===== config.mk =====
export PLATFORM = sky130hd
export DESIGN_NAME = be_lsu_align
export DESIGN_NICKNAME = d
export VERILOG_FILES = /design/src/rtl/be_lsu_pkg.sv /design/src/rtl/be_lsu_decode.sv /design/src/rtl/be_lsu_store_lane.sv /design/src/rtl/be_lsu_load_extract.sv /design/src/rtl/be_lsu_align.sv
export SDC_FILE = /design/constraint.sdc
export NUM_CORES = 1
export LEC_CHECK = 0
export ABC_AREA = 1
export BUFFER_PORTS_ARGS = -buffer_cell sky130_fd_sc_hd__buf_2
export CAP_MARGIN = 10
export CORE_UTILIZATION = 40
export DETAILED_ROUTE_END_ITERATION = 10
export GPL_ROUTABILITY_DRIVEN = 0
export PLACE_DENSITY = 0.67
export SLEW_MARGIN = 15
export SYNTH_ARGS = -nofsm -noshare
export SYNTH_HDL_FRONTEND = slang
export SYNTH_SLANG_ARGS = --single-unit

===== constraint.sdc =====
create_clock -name clk -period 4.8 [get_ports clk]
set_input_delay 0.96 -clock clk [delete_from_list [all_inputs] [get_ports clk]]
set_output_delay 0.96 -clock clk [all_outputs]
set_load 0.01 [all_outputs]

===== src/rtl/be_lsu_pkg.sv =====
package be_lsu_pkg;

    typedef enum logic [1:0] {
        SZ_BYTE = 2'd0,
        SZ_HALF = 2'd1,
        SZ_WORD = 2'd2
    } acc_size_e;

    typedef struct packed {
        logic      hit;
        logic      store;
        logic      uns;
        acc_size_e size;
    } acc_dec_t;

    localparam logic [5:0] OP_LDB  = 6'h0d;
    localparam logic [5:0] OP_LDBU = 6'h0e;
    localparam logic [5:0] OP_LDH  = 6'h11;
    localparam logic [5:0] OP_LDHU = 6'h13;
    localparam logic [5:0] OP_LDW  = 6'h14;
    localparam logic [5:0] OP_STB  = 6'h17;
    localparam logic [5:0] OP_STH  = 6'h1f;
    localparam logic [5:0] OP_STW  = 6'h2a;

endpackage


===== src/rtl/be_lsu_decode.sv =====
module be_lsu_decode
    import be_lsu_pkg::*;
(
    input  logic [5:0] op_i,
    output acc_dec_t   dec_o
);
    always_comb begin
        dec_o = '{hit: 1'b0, store: 1'b0, uns: 1'b0, size: SZ_WORD};
        case (op_i)
            OP_LDB:  dec_o = '{hit: 1'b1, store: 1'b0, uns: 1'b0, size: SZ_BYTE};
            OP_LDBU: dec_o = '{hit: 1'b1, store: 1'b0, uns: 1'b1, size: SZ_BYTE};
            OP_LDH:  dec_o = '{hit: 1'b1, store: 1'b0, uns: 1'b0, size: SZ_HALF};
            OP_LDHU: dec_o = '{hit: 1'b1, store: 1'b0, uns: 1'b1, size: SZ_HALF};
            OP_LDW:  dec_o = '{hit: 1'b1, store: 1'b0, uns: 1'b0, size: SZ_WORD};
            OP_STB:  dec_o = '{hit: 1'b1, store: 1'b1, uns: 1'b0, size: SZ_BYTE};
            OP_STH:  dec_o = '{hit: 1'b1, store: 1'b1, uns: 1'b0, size: SZ_HALF};
            OP_STW:  dec_o = '{hit: 1'b1, store: 1'b1, uns: 1'b0, size: SZ_WORD};
            default: ;
        endcase
    end
endmodule


===== src/rtl/be_lsu_store_lane.sv =====
module be_lsu_store_lane
    import be_lsu_pkg::*;
#(
    parameter int LANES = 4
) (
    input  acc_size_e          size_i,
    input  logic [1:0]         off_i,
    input  logic [8*LANES-1:0] src_i,
    output logic [LANES-1:0]   we_o,
    output logic [8*LANES-1:0] data_o
);
    localparam int LAST = LANES - 1;

    for (genvar k = 0; k < LANES; k++) begin : g_lane
        localparam logic [1:0] BOFF = 2'(LAST - k);
        localparam int HSEL = k % 2;
        always_comb begin
            case (size_i)
                SZ_BYTE: begin
                    we_o[k]          = (off_i == BOFF);
                    data_o[8*k +: 8] = src_i[7:0];
                end
                SZ_HALF: begin
                    we_o[k]          = (off_i[1] == BOFF[1]);
                    data_o[8*k +: 8] = src_i[8*HSEL +: 8];
                end
                default: begin
                    we_o[k]          = 1'b1;
                    data_o[8*k +: 8] = src_i[8*k +: 8];
                end
            endcase
        end
    end
endmodule


===== src/rtl/be_lsu_load_extract.sv =====
module be_lsu_load_extract
    import be_lsu_pkg::*;
(
    input  acc_size_e   size_i,
    input  logic        uns_i,
    input  logic [1:0]  off_i,
    input  logic [31:0] word_i,
    output logic [31:0] data_o
);
    logic [7:0]  byte_sel;
    logic [15:0] half_sel;

    always_comb begin
        byte_sel = word_i[8*(3 - int'(off_i)) +: 8];
        half_sel = off_i[1] ? word_i[15:0] : word_i[31:16];
        case (size_i)
            SZ_BYTE: data_o = {{24{byte_sel[7] & ~uns_i}}, byte_sel};
            SZ_HALF: data_o = {{16{half_sel[15] & ~uns_i}}, half_sel};
            default: data_o = word_i;
        endcase
    end
endmodule


===== src/rtl/be_lsu_align.sv =====
module be_lsu_align
    import be_lsu_pkg::*;
#(
    parameter int AW = 32
) (
    input  logic          clk,
    input  logic          rst_n,
    input  logic          req_valid,
    input  logic [5:0]    req_op,
    input  logic [AW-1:0] req_addr,
    input  logic [31:0]   req_wdata,
    input  logic [31:0]   mem_rdata,
    output logic [AW-3:0] mem_addr,
    output logic [3:0]    mem_we,
    output logic [31:0]   mem_wdata,
    output logic          mem_re,
    output logic          fault,
    output logic          ld_valid,
    output logic [31:0]   ld_data
);
    localparam int WA = AW - 2;

    typedef struct packed {
        logic [WA-1:0] mem_addr;
        logic [3:0]    mem_we;
        logic [31:0]   mem_wdata;
        logic          mem_re;
        logic          fault;
        logic [1:0]    ld_off;
        acc_size_e     ld_size;
        logic          ld_uns;
        logic          ld_valid;
        logic [31:0]   ld_data;
    } lsu_state_t;

    lsu_state_t st_d, st_q;
    acc_dec_t   dec;
    logic [1:0] off;
    logic       misalign;
    logic [3:0] lane_we;
    logic [31:0] lane_data;
    logic [31:0] ext_data;

    assign off = req_addr[1:0];

    be_lsu_decode u_dec (
        .op_i  (req_op),
        .dec_o (dec)
    );

    be_lsu_store_lane #(.LANES(4)) u_lane (
        .size_i (dec.size),
        .off_i  (off),
        .src_i  (req_wdata),
        .we_o   (lane_we),
        .data_o (lane_data)
    );

    be_lsu_load_extract u_ext (
        .size_i (st_q.ld_size),
        .uns_i  (st_q.ld_uns),
        .off_i  (st_q.ld_off),
        .word_i (mem_rdata),
        .data_o (ext_data)
    );

    always_comb begin
        misalign = ((dec.size == SZ_HALF) && off[0]) ||
                   ((dec.size == SZ_WORD) && (off != 2'd0));
        st_d          = st_q;
        st_d.mem_we   = '0;
        st_d.mem_re   = 1'b0;
        st_d.fault    = 1'b0;
        st_d.ld_valid = 1'b0;
        if (req_valid && dec.hit) begin
            st_d.mem_addr = req_addr[AW-1:2];
            if (misalign) begin
                st_d.fault = 1'b1;
            end else if (dec.store) begin
                st_d.mem_we    = lane_we;
                st_d.mem_wdata = lane_data;
            end else begin
                st_d.mem_re  = 1'b1;
                st_d.ld_off  = off;
                st_d.ld_size = dec.size;
                st_d.ld_uns  = dec.uns;
            end
        end
        if (st_q.mem_re) begin
            st_d.ld_valid = 1'b1;
            st_d.ld_data  = ext_data;
        end
    end

    always_ff @(posedge clk) begin
        if (!rst_n) begin
            st_q <= '{ld_size: SZ_BYTE, default: '0};
        end else begin
            st_q <= st_d;
        end
    end

    assign mem_addr  = st_q.mem_addr;
    assign mem_we    = st_q.mem_we;
    assign mem_wdata = st_q.mem_wdata;
    assign mem_re    = st_q.mem_re;
    assign fault     = st_q.fault;
    assign ld_valid  = st_q.ld_valid;
    assign ld_data   = st_q.ld_data;
endmodule


Word level (Yosys, flattened, before mapping)
Cells that the tools add are included.
Widths: inputs -> output; s select.

word-level totals
  output and inout port bits = 101
  flip-flop bits (word level) = 106
  logic and storage cells = 61
  input bits = 105

cells by class
  reduce and logical (&&, ||, !) cells = 14
  equality and inequality tests = 14
  shift-type cells = 1
  bitwise logic cells = 8
  multiplexer cells = 13
  add/sub/neg operators = 1

operators with widths
  operator             number
  $pmux 32 s2          1
  $pmux 5 s8           1
  $mux 33              1
  $shiftx 32x32->8     1
  $eq 6x5->1 const B   5
  $mux 16              1
  $mux 8               2
  $pmux 8 s2           1
  $eq 6x4->1 const B   2
  $pmux 1 s2           4
  $eq 2x1->1 const B   3
  $eq 2x2->1 const B   3
  $eq 6x6->1 const B   1
  $logic_not 2->1      3
  $not 1->1            6
  $reduce_and 3->1     2
  $reduce_or 4->1      1
  $logic_and 1x1->1    3
  $reduce_or 3->1      1
  $sub 2x2->3 const A  1
  $and 1x1->1          2
  $mux 1               2
  $reduce_and 2->1     1
  $reduce_bool 2->1    1
  2 further kinds      2

Depth between registers and ports, before layout
Gate-level depths: netlist of run 1.

  word-level depth = 7
  mapped depth = 12
  gate-level depth less buffers = 11

Cells and area by module
A second synthesis of run 1 with hierarchy kept.

second synthesis, totals
  cells, all modules = 994
  area, all modules = 6,543.8 µm²

modules (own cells, without submodules)
  module               area an instance (µm²)  sequential area each (µm²)  cells an instance  instances
  be_lsu_align         4,992.3                 2,122.0                     707                1
  be_lsu_load_extract  850.8                   0.0                         157                1
  be_lsu_store_lane    559.3                   0.0                         98                 1
  be_lsu_decode        141.4                   0.0                         32                 1

Worst setup path before layout of run 1
OpenSTA, ideal clock, no wires.

  kind = input -> register
  start = input port mem_rdata[7]
  end = register st_q, in the netlist ld_data[21]
  setup time = 0.115 ns
  arrival = 1.990 ns
  required time = 4.685 ns
  buffers on the path = 1
  setup slack = 2.694 ns
  stages = 8
  cell sequence = nand2_1 -> o21ai_0 -> or2_2 -> nand4_2 -> o31ai_2 -> buf_2 -> o21ai_0 -> inv_1

on the way
  word-level cells in the longest chain between the ends = 3

ends and longest elaborated chain
  element               RTL line                   source
  start, declared       be_lsu_align.sv:12         input logic [31:0] mem_rdata,
  $shiftx 32x32->8      be_lsu_load_extract.sv:14  byte_sel = word_i[8*(3 - int'(off_i)) +: 8];
  $and 1x1->1           be_lsu_load_extract.sv:17  SZ_BYTE: data_o = {{24{byte_sel[7] & ~uns_i}}, byte_sel};
  $pmux 32 s2           be_lsu_load_extract.sv:16  case (size_i)
  end signal, assigned  be_lsu_align.sv:99         st_q <= st_d;
  end, declared         be_lsu_align.sv:36         lsu_state_t st_d, st_q;

No other way between the ends.
A chain may end at the register's enable or synchronous reset.

Final worst setup path of run 1
  start = input port req_op[0]
  end = register st_q, in the netlist mem_addr[26]

on the way
  word-level cells in the longest chain between the ends = 3
  elaborated cells between the ends (all ways) = 10

ends and longest elaborated chain
  element                             RTL line            source
  start, declared                     be_lsu_align.sv:9   input logic [5:0] req_op,
  $eq 6x6->1 (tied with other cells)  be_lsu_decode.sv:9  case (op_i)
  $pmux 5 s8 *                        be_lsu_decode.sv:9
  $logic_and 1x1->1 *                 be_lsu_align.sv:75  if (req_valid && dec.hit) begin

Mark *: on every way between the ends. The rest lies on a longest branch, timed or not.

==> flow_summary.yaml, run 1 <==
worst_setup_path:
  critical_path.endpoint_type: "flop"
  timing.reg2reg.worst_path_depth: 5
  timing.critical_path.fanout_max: 34
  setup.reg_to_reg.worst_slack_ns: 2.35
  critical_path.endpoint: "mem_addr[26]"
  worst-endpoint-required_ns: 5.04
  criticalPathCategory: "input pin to flop"
  setup_crit_start: "req_op[0]"
  cp.arrival_ns: 3.25
  critical_path.reg2reg.endpoint: "ld_data[19]"
  start_kind: "input pin"
  worstReg2RegStart: "st_q[37]"
clocking:
  clock_path_buffers: 2
  cts_max_level: 3
  cts.hold.buffers_added: 0
  cts_num_sinks: 106
  numCtsBuffers: 9
  cts_resized: 0
  clockRootBuffer: "sky130_fd_sc_hd__clkbuf_16"
  worst_skew_pair.late_latency_ns: 0.35
  cts_tree: "done"
  post-cts-setup-buffer-count: 0
  clk_pin_slew_worst_paths_ns: 0.07
yosys:
  synth-async-reset-ratio_pct: 0
  synth.top_cell.area_share_pct: 37.3
  synthesis.area_sq_um: 5690
  synth_warnings: 0
  synth_fp_nets: 957
  seq_area_frac_synth_pct: 37.3
  synth_seq_cells: 106
  post_synth_main_area_contributors: "sky130_fd_sc_hd__dfxtp_1, sky130_fd_sc_hd__buf_4, sky130_fd_sc_hd__nand2_1"
  synth_enable_flop_cells: 0
  netlist.top_cell.by_area: "sky130_fd_sc_hd__dfxtp_1"
  synth_cell_types: 28
  postSynth.topFlopCell: "sky130_fd_sc_hd__dfxtp_1"
  synth.most_common_cell: "sky130_fd_sc_hd__nand2_1"
  syn-mean-instance-area_sq_um: 6.68
  yosys-top-cells-count: "sky130_fd_sc_hd__nand2_1, sky130_fd_sc_hd__nor2_1, sky130_fd_sc_hd__dfxtp_1, sky130_fd_sc_hd__buf_4, sky130_fd_sc_hd__inv_1"
  synth_cells: 852
pwr:
  ir_drop_mv: 0.266
  pwr_density_cell_nw_per_um2: 300
  p_leak_nw: 3.38
timing:
  slew_violations: 0
  final_worst_hold_slack_ns: 0.457
  setup_viol: 0
  worst_slew_pin_slew_ns: 1.13
  rsz0062_at_grt: "no"
  final.setup_skew_ns: 0.00793
  final.period_utilization_pct: 62.6
  max-slew-margin-rel_pct: 23.9
  hold_viol: 0
  final.setup.tns_ns: 0
  achievable-frequency_ghz: 0.333
  fin_crit_ns: 3.01
die:
  floorplan.core_area_sq_um: 13900
  die_area_sq_um: 14700
  count_of_pins_on_the_block_boundary: 206
  rows: 43
  start_util_pct: 41.0
  width_of_the_chip_um: 121
  die_h_um: 121
outcome:
  status: "completed"
grt:
  initial_antenna_violation_count: 1
  global_route_wire_length_before_repair_um: 22800
  globalRouteTotalUtil_pct: 19.8
  grt_start_max_net_pins: 69
  grt_pass1_vias: 4731
  total_grt_overflow: 0
finish:
  drive_above_1_share_pct: 25.7
  antennaDiodeCount: 0
  fin_area_sq_um: 6370
  nFillCells: 1490
  area_growth_syn_to_layout_pct: 11.9
  num-nets-final: 1036
place:
  detailedPlacementHpwl_um: 10200
  portBuffers: 205
  postPlaceCellArea_sq_um: 6050
routing:
  vias_per_cell: 4.66
  routed-via-count: 5201
  drt-initial-drc-count: 377
  drt_pass1_iterations: 4
  remaining_drc_errors: 0
  detail_route.wl_per_cell_um: 12.9
  drt_wl_total_um: 14400
  route.antenna.remaining_nets: 0
flow_run:
  drv.max_cap_violation_count: 0
worst_hold_path:
  hold_path_class: "flop to flop"
## how the worst min path moves through the flow
stage                          endpoint  cells past startpoint  slack, ns           from
after floorplan           mem_wdata[16]                      2       0.44  mem_wdata[16]
after global placement    mem_wdata[23]                      2       0.45  mem_wdata[23]
after detailed placement   mem_wdata[1]                      2       0.45   mem_wdata[1]
after CTS                 mem_wdata[19]                      2       0.46  mem_wdata[19]
after global routing       mem_wdata[1]                      2       0.48   mem_wdata[1]
final                      mem_wdata[1]                      2       0.46   mem_wdata[1]
## cells in the final DEF, fill, tap and decap left out, types with 3 or more instances in the layout
master	synthesis	layout
sky130_fd_sc_hd__buf_2	12	205
sky130_fd_sc_hd__buf_4	101	4
sky130_fd_sc_hd__a22oi_1	5	5
sky130_fd_sc_hd__inv_2	3	3
sky130_fd_sc_hd__o211ai_1	14	14
sky130_fd_sc_hd__nor2_1	147	147
sky130_fd_sc_hd__inv_1	81	81
sky130_fd_sc_hd__o21ai_1	11	11
sky130_fd_sc_hd__nand3_1	37	37
sky130_fd_sc_hd__clkbuf_16	0	9
sky130_fd_sc_hd__nor2_2	3	3
sky130_fd_sc_hd__a21oi_1	36	36
sky130_fd_sc_hd__dfxtp_1	106	106
sky130_fd_sc_hd__nand4_1	4	4
sky130_fd_sc_hd__o21ai_0	76	76
sky130_fd_sc_hd__nand2_1	168	168
sky130_fd_sc_hd__nor3_1	7	7
## sequential cells by signal (all words and copies together), names as in the netlist
name	cells
fault	1
st_q	5
mem_we	4
mem_addr	30
ld_valid	1
mem_wdata	32
mem_re	1
ld_data	32
## layout make-up
type | instances | area, sq um | share of cell area [%]
Clock buffer | 10 | 229 | 3.60
Timing Repair Buffer | 209 | 1060 | 16.6
Clock inverter | 6 | 90.1 | 1.41
Sequential cell | 106 | 2120 | 33.3
Inverter | 84 | 315 | 4.95
Multi-Input combinational cell | 521 | 2330 | 36.6
Tap cell | 180 | 225 | 3.54
## cells by family (layout without fill, tap and decap cells)
family                 count (synthesis)  count (layout)  share of synthesized area [%]
and+or+nand+nor                      375             375                           26.8
DFF                                  106             106                           37.3
buffers and inverters                225             309                           21.8
AOI/OAI and AO/OA                    146             146                           14.1
## through the flow
step	util [%]	cells	setup WS (ns)	total power, mW
after floorplan	-	852	2.69	1.06
after global placement	43.6	1100	1.47	1.13
after detailed placement	43.6	1100	1.41	1.13
after CTS	45.9	1116	1.79	1.94
after global routing	45.9	1116	1.54	2.00
final	45.9	1116	1.79	1.91
## power by group
group	switching, mW	internal (mW)	total, mW
Sequential	0.0106	0.896	0.907
Clock	0.341	0.460	0.801
Combinational	0.125	0.0790	0.204
Total	0.477	1.43	1.91
## routing by layer
| layer | vias up | wire, um | track usage (%) | share of wire, % |
|---|---|---|---|---|
| met3 | 15 | 1200 | 5.31 | 8.4 |
| met2 | 179 | 6510 | 31.8 | 45 |
| met1 | 2279 | 6400 | 25.4 | 45 |
| li1 | 2728 | - | - | - |
| met5 | - | 0 | 0 | 0 |
| met4 | 0 | 244 | 6.94 | 1.7 |
## worst max-delay path, stage by stage
cell and delay, ns:
sky130_fd_sc_hd__buf_2 0.13, sky130_fd_sc_hd__nand2_1 0.10, sky130_fd_sc_hd__inv_2 0.06, sky130_fd_sc_hd__nand3_2 0.13, sky130_fd_sc_hd__nand2_1 0.08, sky130_fd_sc_hd__nor2_2 0.07, sky130_fd_sc_hd__buf_4 0.28, sky130_fd_sc_hd__nand2_1 0.11
sky130_fd_sc_hd__nand2_2 0.44, sky130_fd_sc_hd__inv_1 0.57, sky130_fd_sc_hd__nor2_1 0.23, sky130_fd_sc_hd__nor2_1 0.06
(Power assumes the default switching activity.)
==> run 2, diff against run 1 <==
- PLACE_DENSITY: 0.67 -> 0.69
- clock period: 4.8 -> 2.5 ns (I/O delays scaled with it)
==> flow_summary.yaml, run 2 (synthesis gave the netlist of run 1 again) <==
timing:
  rsz0062_at_grt: "no"
  final_worst_hold_slack_ns: 0.404
  setup_viol: 0
  worst_slew_pin_slew_ns: 0.912
  final.setup_skew_ns: 0.00528
  slew_violations: 0
  final.period_utilization_pct: 79.6
  max-slew-margin-rel_pct: 39.2
  fin_crit_ns: 1.99
  achievable-frequency_ghz: 0.503
  hold_viol: 0
  final.setup.tns_ns: 0
routing:
  drt-initial-drc-count: 301
  drt_wl_total_um: 14300
  detail_route.wl_per_cell_um: 12.7
  vias_per_cell: 4.66
  drt_pass1_iterations: 5
  route.antenna.remaining_nets: 0
  routed-via-count: 5246
  remaining_drc_errors: 0
finish:
  multi_input_area_sq_um: 2330
  layout_common_cells: "sky130_fd_sc_hd__buf_2, sky130_fd_sc_hd__nand2_1, sky130_fd_sc_hd__nor2_1"
  nFillCells: 1461
  layout_commonest_cell: "sky130_fd_sc_hd__buf_2"
  area_growth_syn_to_layout_pct: 12.6
  antennaDiodeCount: 0
  layout.area.seq_sq_um: 2120
  drive_above_1_share_pct: 26.6
  num-nets-final: 1045
worst_setup_path:
  max_incr_delay_on_cp_ns: 0.65
  cp.arrival_ns: 2.23
  criticalPathCategory: "flop to flop"
  start_kind: "flop"
  crit_path_cell_trace: "o21ai_0, or2_2, nand4_2, o31ai_2, buf_4, o21ai_0, inv_1"
  critical-path-top-delay-family: "flip-flops"
  worst-endpoint-required_ns: 2.74
  path_depth: 7
  critical_path.endpoint_type: "flop"
  timing.reg2reg.worst_path_depth: 7
  worst_path_max_delay_cell: "sky130_fd_sc_hd__dfxtp_1"
  timing.critical_path.fanout_max: 19
  timing.critical_path.buf_inv: 2
  path_common_cell: "sky130_fd_sc_hd__o21ai_0"
clocking:
  post-cts-setup-buffer-count: 0
  clockRootBuffer: "sky130_fd_sc_hd__clkbuf_16"
  cts_num_sinks: 106
  cts_max_level: 3
  cts_tree: "done"
  clock_path_buffers: 2
  clk_pin_slew_worst_paths_ns: 0.07
  cts_resized: 0
  numCtsBuffers: 9
  cts.hold.buffers_added: 0
  worst_skew_pair.late_latency_ns: 0.34
place:
  portBuffers: 205
  detailedPlacementHpwl_um: 10300
pwr:
  p_leak_nw: 3.41
  ir_drop_mv: 0.338
  pwr_density_cell_nw_per_um2: 546
grt:
  global_route.usage.met2_pct: 30.2
  met1_capacity_usage_during_global_routing_pct: 25.3
  grtUsageMet3_pct: 5.26
  grt_most_used_layer: "met2"
  globalRouteTotalUtil_pct: 19.2
  total_grt_overflow: 0
  grt_start_max_net_pins: 69
  grt_pass1_vias: 4448
  global_route_wire_length_before_repair_um: 22100
  initial_antenna_violation_count: 1
outcome:
  status: "completed"
worst_hold_path:
  hold_path_class: "input pin to flop"
  min_path_cells: 3
die:
  die_h_um: 121
  width_of_the_chip_um: 121
  count_of_pins_on_the_block_boundary: 206
  die_area_sq_um: 14700
  floorplan.core_area_sq_um: 13900
  start_util_pct: 41.0
  rows: 43
flow_run:
  drv.max_cap_violation_count: 0
-- run 2: metrics by stage --
stage | util, % | setup slack, ns | instances | cell area, sq um | power, mW
2_1_floorplan | - | 0.854 | 852 | 5690 | 2.04
3_3_place_gp | 44.2 | 0.307 | 1109 | 6130 | 2.18
5_1_grt | 46.2 | 0.300 | 1125 | 6410 | 3.68
4_1_cts | 46.2 | 0.541 | 1125 | 6410 | 3.56
3_5_place_dp | 44.2 | 0.236 | 1109 | 6130 | 2.19
6_report | 46.2 | 0.511 | 1125 | 6410 | 3.50
-- run 2: cell type report --
cell class / count / share of cell area, %
clock buffer: 10 / 3.73
clock inverter: 6 / 0.644
inverter: 84 / 4.92
multi-input combinational: 521 / 36.4
sequential: 106 / 33.1
tap: 180 / 3.51
timing repair buffer: 218 / 17.7
-- run 2: per-layer routing --
| layer | up-vias | part of all wire (%) |
|---|---|---|
| li1 | 2751 | - |
| met1 | 2297 | 46 |
| met2 | 179 | 45 |
| met4 | 2 | 1.6 |
| met5 | - | 0.070 |
| met3 | 17 | 6.9 |
-- run 2: power breakdown --
group	internal (mW)	switching (mW)	total (mW)	leakage, nW
registers	1.72	0.0177	1.74	0.856
logic	0.161	0.246	0.407	2.42
clock network	0.705	0.647	1.35	0.136
-- run 2: path summary, 6_finish.rpt --
kind                startpoint      endpoint  slack, ns
setup / recovery      st_q[37]   ld_data[20]       0.51
hold / removal    req_addr[23]  mem_addr[21]       0.40
setup reg to reg      st_q[37]   ld_data[20]       0.51
hold reg to reg   mem_wdata[1]  mem_wdata[1]       0.46
-- run 2: worst reg2reg max path, cell delays in order (launching register included) --
cell and delay, ns:
sky130_fd_sc_hd__dfxtp_1 0.65, sky130_fd_sc_hd__o21ai_0 0.21, sky130_fd_sc_hd__or2_2 0.32, sky130_fd_sc_hd__nand4_2 0.18
sky130_fd_sc_hd__o31ai_2 0.11, sky130_fd_sc_hd__buf_4 0.21, sky130_fd_sc_hd__o21ai_0 0.16, sky130_fd_sc_hd__inv_1 0.05
==> run 3, diff against run 2 <==
- ABC_AREA: 1 -> 0
- PLACE_DENSITY: 0.69 -> 0.7
- clock period: 2.5 -> 1.78 ns (I/O delays scaled with it)
==> flow_summary.yaml, run 3 <==
outcome:
  status: "completed"
place:
  portBuffers: 205
  detailedPlacementHpwl_um: 11100
  dp_cells: 980
yosys:
  synth_cells: 689
  synth_warnings: 0
  postSynth.topFlopCell: "sky130_fd_sc_hd__dfxtp_1"
  synth_fp_nets: 794
  syn-mean-instance-area_sq_um: 7.96
  seq_area_frac_synth_pct: 38.7
  synth_cell_types: 55
  yosys-top-cells-count: "sky130_fd_sc_hd__nand2_1, sky130_fd_sc_hd__dfxtp_1, sky130_fd_sc_hd__buf_4, sky130_fd_sc_hd__a21oi_1, sky130_fd_sc_hd__o21ai_0"
  synth_enable_flop_cells: 0
  netlist.top_cell.by_area: "sky130_fd_sc_hd__dfxtp_1"
  synth.most_common_cell: "sky130_fd_sc_hd__nand2_1"
  synth.top_cell.area_share_pct: 38.7
  synth-async-reset-ratio_pct: 0
  synthesis.area_sq_um: 5490
  post_synth_main_area_contributors: "sky130_fd_sc_hd__dfxtp_1, sky130_fd_sc_hd__buf_4, sky130_fd_sc_hd__nand2_1"
  synth_seq_cells: 106
grt:
  total_grt_overflow: 0
  initial_antenna_violation_count: 0
  global_route_wire_length_before_repair_um: 23500
  grt_start_max_net_pins: 42
  grt_pass1_vias: 4560
  globalRouteTotalUtil_pct: 20.8
finish:
  final_core_util_pct: 50.8
  num-nets-final: 922
  layout_commonest_cell: "sky130_fd_sc_hd__buf_2"
  final_cells: 998
  layout_common_cells: "sky130_fd_sc_hd__buf_2, sky130_fd_sc_hd__nand2_1, sky130_fd_sc_hd__dfxtp_1"
  antennaDiodeCount: 0
  drive_above_1_share_pct: 37.0
  area_growth_syn_to_layout_pct: 23.0
timing:
  final.setup_skew_ns: 0.00320
  final_worst_hold_slack_ns: 0.248
  final.period_utilization_pct: 97.4
  achievable-frequency_ghz: 0.577
  setup_viol: 0
  slew_violations: 0
  hold_viol: 0
  final.setup.tns_ns: 0
  fin_crit_ns: 1.73
  worst_slew_pin_slew_ns: 0.448
  max-slew-margin-rel_pct: 70.0
die:
  die_area_sq_um: 14200
  floorplan.core_area_sq_um: 13300
  start_util_pct: 41.3
  width_of_the_chip_um: 119
  count_of_pins_on_the_block_boundary: 206
  rows: 42
  die_h_um: 119
worst_setup_path:
  worst-endpoint-required_ns: 2.06
  timing.critical_path.fanout_max: 4
  critical-path-top-delay-family: "simple AND/OR/NAND/NOR gates"
  timing.reg2reg.worst_path_depth: 5
  critical_path.endpoint_type: "flop"
  max_incr_delay_on_cp_ns: 0.58
  path_depth: 7
  timing.critical_path.buf_inv: 2
  criticalPathCategory: "input pin to flop"
  worst_path_max_delay_cell: "sky130_fd_sc_hd__or4b_1"
  crit_path_cell_trace: "buf_2, or4b_1, a41oi_4, o31ai_4, buf_4, nor3_4, mux2i_1"
  cp.arrival_ns: 2.01
  start_kind: "input pin"
clocking:
  numCtsBuffers: 9
  clockRootBuffer: "sky130_fd_sc_hd__clkbuf_16"
  cts.hold.buffers_added: 0
  cts_max_level: 3
  clock_path_buffers: 2
  cts_num_sinks: 106
  worst_skew_pair.late_latency_ns: 0.35
  cts_tree: "done"
  clk_pin_slew_worst_paths_ns: 0.07
routing:
  route.antenna.remaining_nets: 0
  drt_pass1_iterations: 6
  routed-via-count: 5158
  remaining_drc_errors: 0
  drt-initial-drc-count: 379
  detail_route.wl_per_cell_um: 15.1
  drt_wl_total_um: 15100
  vias_per_cell: 5.17
pwr:
  total_power_mw: 5.13
  ir_drop_mv: 0.490
  p_leak_nw: 2.91
  pwr_density_cell_nw_per_um2: 761
flow_run:
  drv.max_cap_violation_count: 0
worst_hold_path:
  min_path_cells: 3
  hold_path_class: "input pin to flop"
## run 3: cell types whose count changed after synthesis, sizes merged, moves of 16 or more
| cell | change |
|---|---|
| nand3 | -16 |
| a211oi | +16 |
| o21ai | -51 |
| nand2 | -42 |
| nor2 | -140 |
| inv | -77 |
| a21oi | +59 |
## run 3: cell type report
type / count / area [sq um]
fill: 1313 / 6550
multi-input combinational: 427 / 2480
sequential: 106 / 2120
timing repair buffer: 266 / 1590
clock buffer: 9 / 225
tap: 176 / 220
clock inverter: 7 / 78.8
inverter: 7 / 26.3
## run 3: power breakdown
group,internal (mW),leakage (nW),switching [mW]
registers,2.40,0.855,0.0217
clock network,1.10,0.144,0.935
logic,0.302,1.91,0.370
## run 3: final timing paths
kind / from / endpoint / slack [ns]
setup / recovery: req_op[1] / st_q[34] / 0.05
hold / removal: req_addr[22] / mem_addr[20] / 0.25
setup reg to reg: st_q[36] / ld_data[11] / 0.11
hold reg to reg: mem_addr[10] / mem_addr[10] / 0.45
## run 3: kinds of logic after synthesis
logic type,after synthesis,synth area share [%]
AOI/OAI and AO/OA,201,22.5
DFF,106,38.7
and+or+nand+nor,206,17.2
xor gates and xnor gates,3,0.479
buffers and inverters,156,17.8
muxes,17,3.40
## run 3: layer usage
layer	GRT usage, %	wire length, um
met2	32.2	6800
met1	28.2	6950
met4	9.81	458
met3	3.11	859
met5	0	0
## run 3: worst register-to-register path, stage by stage, from the launching register on
cell and delay (ns):
sky130_fd_sc_hd__dfxtp_1 0.41, sky130_fd_sc_hd__mux4_2 0.57, sky130_fd_sc_hd__a21oi_1 0.24, sky130_fd_sc_hd__nor2_1 0.15
sky130_fd_sc_hd__nand2_1 0.10, sky130_fd_sc_hd__a31oi_1 0.08
## run 3: what timing repair did
| action | in CTS | in global routing |
|---|---|---|
| setup buffers | 0 | 2 |
| setup endpoints to repair | 0 | 48 |
| resized for setup | 0 | 6 |
## run 3: per-stage QoR
stage | worst slack [ns] | cell area, sq um
3_5_place_dp | -0.355 | 6400
5_1_grt | -0.0161 | 6750
6_report | 0.0464 | 6750
3_3_place_gp | -0.333 | 6400
4_1_cts | 0.0150 | 6700
2_1_floorplan | -0.214 | 5640
